File: src/rtl/pte_chk_pkg.sv
package pte_chk_pkg;
  typedef enum logic [2:0] {
    RES_LEAF     = 3'd0,
    RES_LEAF_UPD = 3'd1,
    RES_POINTER  = 3'd2,
    RES_F_INVAL  = 3'd4,
    RES_F_MTYPE  = 3'd5,
    RES_F_AD     = 3'd6
  } pte_res_e;

  localparam int unsigned BIT_V = 0;
  localparam int unsigned BIT_R = 1;
  localparam int unsigned BIT_W = 2;
  localparam int unsigned BIT_X = 3;
  localparam int unsigned BIT_A = 6;
  localparam int unsigned BIT_D = 7;
endpackage

File: src/rtl/pte_chk_enables.sv
module pte_chk_enables (
  input  logic first_stage,
  input  logic two_stage,
  input  logic virt_on,
  input  logic m_mtype_en,
  input  logic h_mtype_en,
  input  logic m_ad_en,
  input  logic h_ad_en,
  output logic eff_mtype,
  output logic eff_ad
);
  logic guest_walk;

  always_comb begin
    guest_walk = first_stage & two_stage & virt_on;
    eff_mtype  = m_mtype_en & (~guest_walk | h_mtype_en);
    eff_ad     = m_ad_en & (~guest_walk | h_ad_en);
  end
endmodule

File: src/rtl/pte_chk_ppn.sv
module pte_chk_ppn #(
  parameter int unsigned PTE_W      = 64,
  parameter int unsigned PPN_LSB    = 10,
  parameter int unsigned PPN_MSB    = 53,
  parameter int unsigned NARROW_W   = 32,
  parameter bit          POW2_PAGES = 1'b0
) (
  input  logic [PTE_W-1:0]         pte,
  input  logic                     mode64,
  input  logic                     eff_mtype,
  output logic [PTE_W-PPN_LSB-1:0] ppn
);
  localparam int unsigned PPN_W    = PTE_W - PPN_LSB;
  localparam int unsigned MASK_W   = PPN_MSB - PPN_LSB + 1;
  localparam int unsigned NARR_PPN = NARROW_W - PPN_LSB;

  logic [PPN_W-1:0] ppn_narrow;
  logic [PPN_W-1:0] ppn_masked;
  logic [PPN_W-1:0] ppn_full;
  logic             use_mask;

  always_comb begin
    ppn_narrow = {{(PPN_W-NARR_PPN){1'b0}}, pte[NARROW_W-1:PPN_LSB]};
    ppn_masked = {{(PPN_W-MASK_W){1'b0}}, pte[PPN_MSB:PPN_LSB]};
    ppn_full   = pte[PTE_W-1:PPN_LSB];
  end

  generate
    if (POW2_PAGES) begin : g_pow2
      always_comb use_mask = 1'b1;
    end else begin : g_plain
      always_comb use_mask = eff_mtype;
    end
  endgenerate

  always_comb begin
    if (!mode64)       ppn = ppn_narrow;
    else if (use_mask) ppn = ppn_masked;
    else               ppn = ppn_full;
  end
endmodule

File: src/rtl/pte_chk_classify.sv
module pte_chk_classify
  import pte_chk_pkg::*;
#(
  parameter int unsigned PTE_W    = 64,
  parameter int unsigned MT_HI    = 62,
  parameter int unsigned MT_LO    = 61,
  parameter int unsigned NARROW_W = 32
) (
  input  logic [PTE_W-1:0] pte_raw,
  input  logic             mode64,
  input  logic             eff_mtype,
  input  logic             eff_ad,
  input  logic             is_store,
  output logic [PTE_W-1:0] pte_used,
  output pte_res_e         res,
  output logic [PTE_W-1:0] pte_new
);
  logic mt_bad, is_ptr, need_a, need_d;

  always_comb begin
    if (mode64) pte_used = pte_raw;
    else        pte_used = {{(PTE_W-NARROW_W){1'b0}}, pte_raw[NARROW_W-1:0]};

    mt_bad = mode64 && (pte_used[MT_HI:MT_LO] != '0) && !eff_mtype;
    is_ptr = !pte_used[BIT_R] && !pte_used[BIT_W] && !pte_used[BIT_X];
    need_a = !pte_used[BIT_A];
    need_d = is_store && !pte_used[BIT_D];

    pte_new = pte_used;
    if (!pte_used[BIT_V])          res = RES_F_INVAL;
    else if (mt_bad)               res = RES_F_MTYPE;
    else if (is_ptr)               res = RES_POINTER;
    else if ((need_a || need_d) && !eff_ad) res = RES_F_AD;
    else if (need_a || need_d) begin
      res = RES_LEAF_UPD;
      pte_new[BIT_A] = 1'b1;
      if (is_store) pte_new[BIT_D] = 1'b1;
    end else                       res = RES_LEAF;
  end
endmodule

File: src/rtl/pte_chk_unit.sv
module pte_chk_unit
  import pte_chk_pkg::*;
#(
  parameter int unsigned PTE_W      = 64,
  parameter int unsigned PPN_LSB    = 10,
  parameter int unsigned PPN_MSB    = 53,
  parameter int unsigned MT_HI      = 62,
  parameter int unsigned MT_LO      = 61,
  parameter int unsigned NARROW_W   = 32,
  parameter bit          POW2_PAGES = 1'b0
) (
  input  logic                     clk,
  input  logic                     rst,
  input  logic                     in_valid,
  input  logic [PTE_W-1:0]         pte_in,
  input  logic                     mode64,
  input  logic                     first_stage,
  input  logic                     two_stage,
  input  logic                     virt_on,
  input  logic                     m_mtype_en,
  input  logic                     h_mtype_en,
  input  logic                     m_ad_en,
  input  logic                     h_ad_en,
  input  logic                     is_store,
  output logic                     out_valid,
  output logic [2:0]               result,
  output logic [PTE_W-PPN_LSB-1:0] ppn,
  output logic [PTE_W-1:0]         pte_out
);
  localparam int unsigned PPN_W = PTE_W - PPN_LSB;

  logic             eff_mtype, eff_ad;
  logic [PTE_W-1:0] pte_used, pte_new;
  pte_res_e         res_c;
  logic [PPN_W-1:0] ppn_c;

  pte_chk_enables u_en (
    .first_stage(first_stage), .two_stage(two_stage), .virt_on(virt_on),
    .m_mtype_en(m_mtype_en), .h_mtype_en(h_mtype_en),
    .m_ad_en(m_ad_en), .h_ad_en(h_ad_en),
    .eff_mtype(eff_mtype), .eff_ad(eff_ad)
  );

  pte_chk_classify #(
    .PTE_W(PTE_W), .MT_HI(MT_HI), .MT_LO(MT_LO), .NARROW_W(NARROW_W)
  ) u_cls (
    .pte_raw(pte_in), .mode64(mode64), .eff_mtype(eff_mtype), .eff_ad(eff_ad),
    .is_store(is_store), .pte_used(pte_used), .res(res_c), .pte_new(pte_new)
  );

  pte_chk_ppn #(
    .PTE_W(PTE_W), .PPN_LSB(PPN_LSB), .PPN_MSB(PPN_MSB),
    .NARROW_W(NARROW_W), .POW2_PAGES(POW2_PAGES)
  ) u_ppn (
    .pte(pte_used), .mode64(mode64), .eff_mtype(eff_mtype), .ppn(ppn_c)
  );

  always_ff @(posedge clk) begin
    if (rst) begin
      out_valid <= 1'b0;
      result    <= 3'd0;
      ppn       <= '0;
      pte_out   <= '0;
    end else begin
      out_valid <= in_valid;
      if (in_valid) begin
        result  <= res_c;
        ppn     <= ppn_c;
        pte_out <= pte_new;
      end
    end
  end
endmodule

File: config.mk
export PLATFORM = sky130hd
export DESIGN_NAME = pte_chk_unit
export DESIGN_NICKNAME = d
export VERILOG_FILES = /design/src/rtl/pte_chk_pkg.sv /design/src/rtl/pte_chk_enables.sv /design/src/rtl/pte_chk_ppn.sv /design/src/rtl/pte_chk_classify.sv /design/src/rtl/pte_chk_unit.sv
export SDC_FILE = /design/constraint.sdc
export NUM_CORES = 1
export LEC_CHECK = 0
export BUFFER_PORTS_ARGS = -buffer_cell sky130_fd_sc_hd__buf_4
export CAP_MARGIN = 40
export CORE_UTILIZATION = 46
export CTS_CLUSTER_DIAMETER = 120
export CTS_CLUSTER_SIZE = 25
export DETAILED_ROUTE_END_ITERATION = 8
export GPL_ROUTABILITY_DRIVEN = 0
export HOLD_SLACK_MARGIN = 0.1
export PLACE_DENSITY = 0.88
export REMOVE_ABC_BUFFERS = 1
export SYNTH_ARGS = -nofsm -noshare
export SYNTH_HDL_FRONTEND = slang
export SYNTH_SLANG_ARGS = --single-unit
File: constraint.sdc
create_clock -name clk -period 2.7 [get_ports clk]
set_input_delay 0.54 -clock clk [delete_from_list [all_inputs] [get_ports clk]]
set_output_delay 0.54 -clock clk [all_outputs]
set_load 0.05 [all_outputs]
* Yosys cells after proc, flatten, opt, wreduce, memory -nomap -nowiden
Index checks and enable logic that the tools add are counted.
Cells by class: mux-type cells 14, bitwise logic cells 7, reductions and logical operators 15
Operators by type and width (number):
- 54-bit 2-to-1 mux | 2
- 64-bit 2-to-1 mux | 1
- 3-bit 2-to-1 mux | 4
- 2-bit 2-to-1 mux | 5
- 1-bit logical NOT | 7
- 1-bit logical AND | 6
- 1-bit AND | 4
- 1-bit 2-to-1 mux | 2
- 1-bit bitwise OR | 2
- 2-bit nonzero test | 1
- 1-bit logical OR | 1
- 1-bit inverter | 1
Word-level totals: register bits 122, input bits 76, output and inout port bits 122, logic and storage cells 40

* Depth between registers and ports, before layout
depth after elaboration 11, mapped depth 5, gate-level depth less buffers 4

* Cells and area by module
From an unflattened synthesis, not the netlist that was laid out.
Second synthesis, totals: cell total of the unflattened synthesis 596, area, all modules 5806.8 um^2
By module, submodules not included:
- pte_chk_unit | times used 1, cells each 393, area an instance 4350.4 um^2, sequential area each 2442.3 um^2
- pte_chk_classify | times used 1, cells each 143, area an instance 1028.5 um^2, sequential area each 0.0 um^2
- pte_chk_ppn | times used 1, cells each 57, area an instance 407.9 um^2, sequential area each 0.0 um^2
- pte_chk_enables | times used 1, cells each 3, area an instance 20.0 um^2, sequential area each 0.0 um^2

* Worst setup path after synthesis
No wires, ideal clock.
path type input -> register, start point in h_mtype_en, end point reg pte_out[6], setup time 0.088 ns, arrival time 1.476 ns, required time 2.612 ns, slack 1.136 ns, cell stages on the path 4, path buffers 0, path through nand4b_1 -> a21oi_2 -> or4b_4 -> a311oi_2
Between the ends: longest elaborated chain between the ends 6
RTL lines:
- start, declared | line pte_chk_unit.sv:21 | input logic h_mtype_en,
- 1-bit bitwise OR | line pte_chk_enables.sv:16 | eff_mtype = m_mtype_en & (~guest_walk | h_mtype_en);
- 1-bit AND | line pte_chk_enables.sv:16
- 1-bit logical NOT | line pte_chk_classify.sv:24 | mt_bad = mode64 && (pte_used[MT_HI:MT_LO] != '0) && !eff_mtype;
- 1-bit logical AND | line pte_chk_classify.sv:24
- 2-bit 2-to-1 mux | line pte_chk_classify.sv:31 | else if (mt_bad) res = RES_F_MTYPE;
- 2-bit 2-to-1 mux | line pte_chk_classify.sv:30 | if (!pte_used[BIT_V]) res = RES_F_INVAL;
- end signal, assigned | line pte_chk_unit.sv:69 | pte_out <= pte_new;
- end, declared | line pte_chk_unit.sv:28 | output logic [PTE_W-1:0] pte_out
Every way passes these cells. A chain may end at the register's enable or synchronous reset.

==> results.toml <==
[run_status]
outcome = "finished clean"

[layout]
drive_gt1_frac = 0.4258
antenna_cells = 0
area_growth_syn_to_layout_pct = 41.48
nets = 585
final_common_cell = "buf_4"
final_cell_mix = "buf_4, dfxtp_1, nor2_1"
postLayoutCoreUtil = 0.6778

[min_path]
hold_end = "pte_out[39]"
hp-class = "in2reg"
hold_depth = 3
min_from = "pte_in[39]"

[route]
drt-initial-drc-count = 77
wire_per_inst_um = 13.95
viasPerCell = 4.844
vias = 2945
post-route-drc-count = 0
ant_nets = 0
drt-total-wl_mm = 8.484
drt_first_pass_iters = 4

[floorplan]
die-area_mm2 = 0.007457
core_area_mm2 = 0.006832
fp.dieH_um = 86.36
num_rows = 30
initial_core_util = 0.4791
die_w_um = 86.36
ioPinCount = 198

[timing]
timing.setup.tns_ns = 0
finClkSkew_ns = 0
rsz0062_at_grt = "false"
max_slew_margin = 0.4137
layout_min_cycle_time_ns = 1.681
tightest_slew_ns = 0.8795
setup_viol = 0
slew_violations = 0
timing.final.ws_setup_ns = 1.019
min_period_over_period = 0.6226
hold_viol = 0
fmax_ghz = 0.5949

[worst_setup_path]
rr_worst_depth = 3
r2r_start = "pte_out[48]"
required_ns = 2.97
reg2reg_to = "pte_out[48]"
worstSetupPathType = "in2reg"
critPathCaptureType = "flop"
r2r_slack_ns = 1.87
path_max_fanout = 35
startpoint_type = "input port"
cp.arrival_ns = 1.95

[pwr]
peakVddDrop_mv = 0.3401
p_leak_nw = 2.231
p_per_area_mw_per_mm2 = 572.9
power.total_w = 0.002653

[cts]
insertion_delay_ns = 0.33
cts_sinks = 78
cts_tree = "done"
cts-buffers-inserted = 9
cts_setup_buffers = 0
postCtsHoldBufs = 0
cts.clk_slew.worst_paths_ns = 0.08
clockBufferDepth = 2
clockRootBuffer = "clkbuf_8"
htree_levels = 3
post_cts_resized = 0

[place]
place_ws_ns = 0.6665
io_buffers = 197
dpl.hpwl_mm = 6.205

[grt]
track_usage = 0.2239
grt_start_max_net_pins = 63
grt-ovfl-total = 0
antenna_found_initial = 0
grt_pass1_wl_mm = 13.17
grt_pass1_vias = 2844

[synth]
synth_cell_type_count = 28
yosys.area.top_type_share = 0.4771
avgSynthCellArea_um2 = 8.992
synth_seq_cells = 78
synthCells = 364
yosys.area.top_type = "dfxtp_1"
syn_area_mm2 = 0.003273
yosys-top-cells-area = "dfxtp_1, buf_4, mux2i_1, a21oi_1, nor2_1"
ys_warn_count = 0
yosysSeqAreaShare = 0.4771

[job]
drv_cap = 0
where the power goes:
part           total, W  switching, W  internal, W  leakage [nW]
Clock          0.000729      0.000382     0.000347        0.0821
Sequential      0.00124     0.0000385      0.00120         0.640
Combinational  0.000681      0.000444     0.000238          1.51
Total           0.00265      0.000864      0.00179          2.23
synth_stat cells (all sizes together):
| master | count |
|---|---|
| dfxtp | 78 |
| nor2 | 55 |
| buf | 53 |
| a21oi | 47 |
| nand2b | 30 |
| mux2i | 29 |
| nor2b | 25 |
| clkbuf | 14 |
| nand3 | 9 |
| nand2 | 5 |
| inv | 2 |
| nand4 | 2 |
| nor3 | 2 |
| o21ai | 2 |
| o32ai | 2 |
| a211oi | 1 |
| a21o | 1 |
| a311oi | 1 |
| and2 | 1 |
| nand4b | 1 |
| o21a | 1 |
| o31ai | 1 |
| or2 | 1 |
| or4b | 1 |
routing by layer:
| layer | up-vias | global-route usage | share of wire |
|---|---|---|---|
| met5 | - | 0 | 0 |
| met4 | 0 | 0.08182 | 0.012 |
| met3 | 9 | 0.04762 | 0.069 |
| met2 | 124 | 0.4127 | 0.53 |
| met1 | 1378 | 0.2536 | 0.39 |
| li1 | 1434 | - | - |
worst max path at each step:
| stage | startpoint | endpoint | slack, ns |
|---|---|---|---|
| final | in_valid | pte_out[48] | 1.02 |
| after global routing | in_valid | pte_out[45] | 0.84 |
| after CTS | in_valid | pte_out[48] | 1.0 |
| after detailed placement | in_valid | pte_out[48] | 0.67 |
| after global placement | in_valid | pte_out[42] | 0.74 |
| after floorplan | h_mtype_en | pte_out[6] | 1.14 |
cells by family (layout without fill, tap and decap cells):
group | count (synthesis) | count (layout) | synth area share
buffers and inverters | 69 | 217 | 0.1326
AND/OR/NAND/NOR | 132 | 132 | 0.2053
flip-flops | 78 | 78 | 0.4771
multiplexers | 29 | 29 | 0.08869
AO/OA/AOI/OAI | 56 | 56 | 0.09633
critical path, stage by stage:
cell and delay [ns]:
buf_4 0.31, and2_1 0.77, a21oi_1 0.19, nor2_1 0.12
state kept, by name, indices dropped and copies added, names as in the netlist:
signal / flops
pte_out: 42
ppn: 32
result: 3
out_valid: 1
cell type report:
type                    instances  area, um2
well taps                      96      120.1
clock buffers                  12      145.1
clock inverters                 2      10.01
inverters                       2      7.507
flip-flops and latches         78       1562
multi-input cells             217       1277
fillers                       559       2201
repair buffers                201       1509
through the flow:
stage          std cells  hold slack, ns  instance area (um2)
2_1_floorplan        297          0.6079                 2846
3_3_place_gp         594          0.4554                 4476
3_5_place_dp         594          0.4636                 4476
4_1_cts              608          0.4155                 4631
5_1_grt              608          0.4267                 4631
6_report             608          0.4265                 4631
No activity file was read; power rests on OpenSTA's default activity.
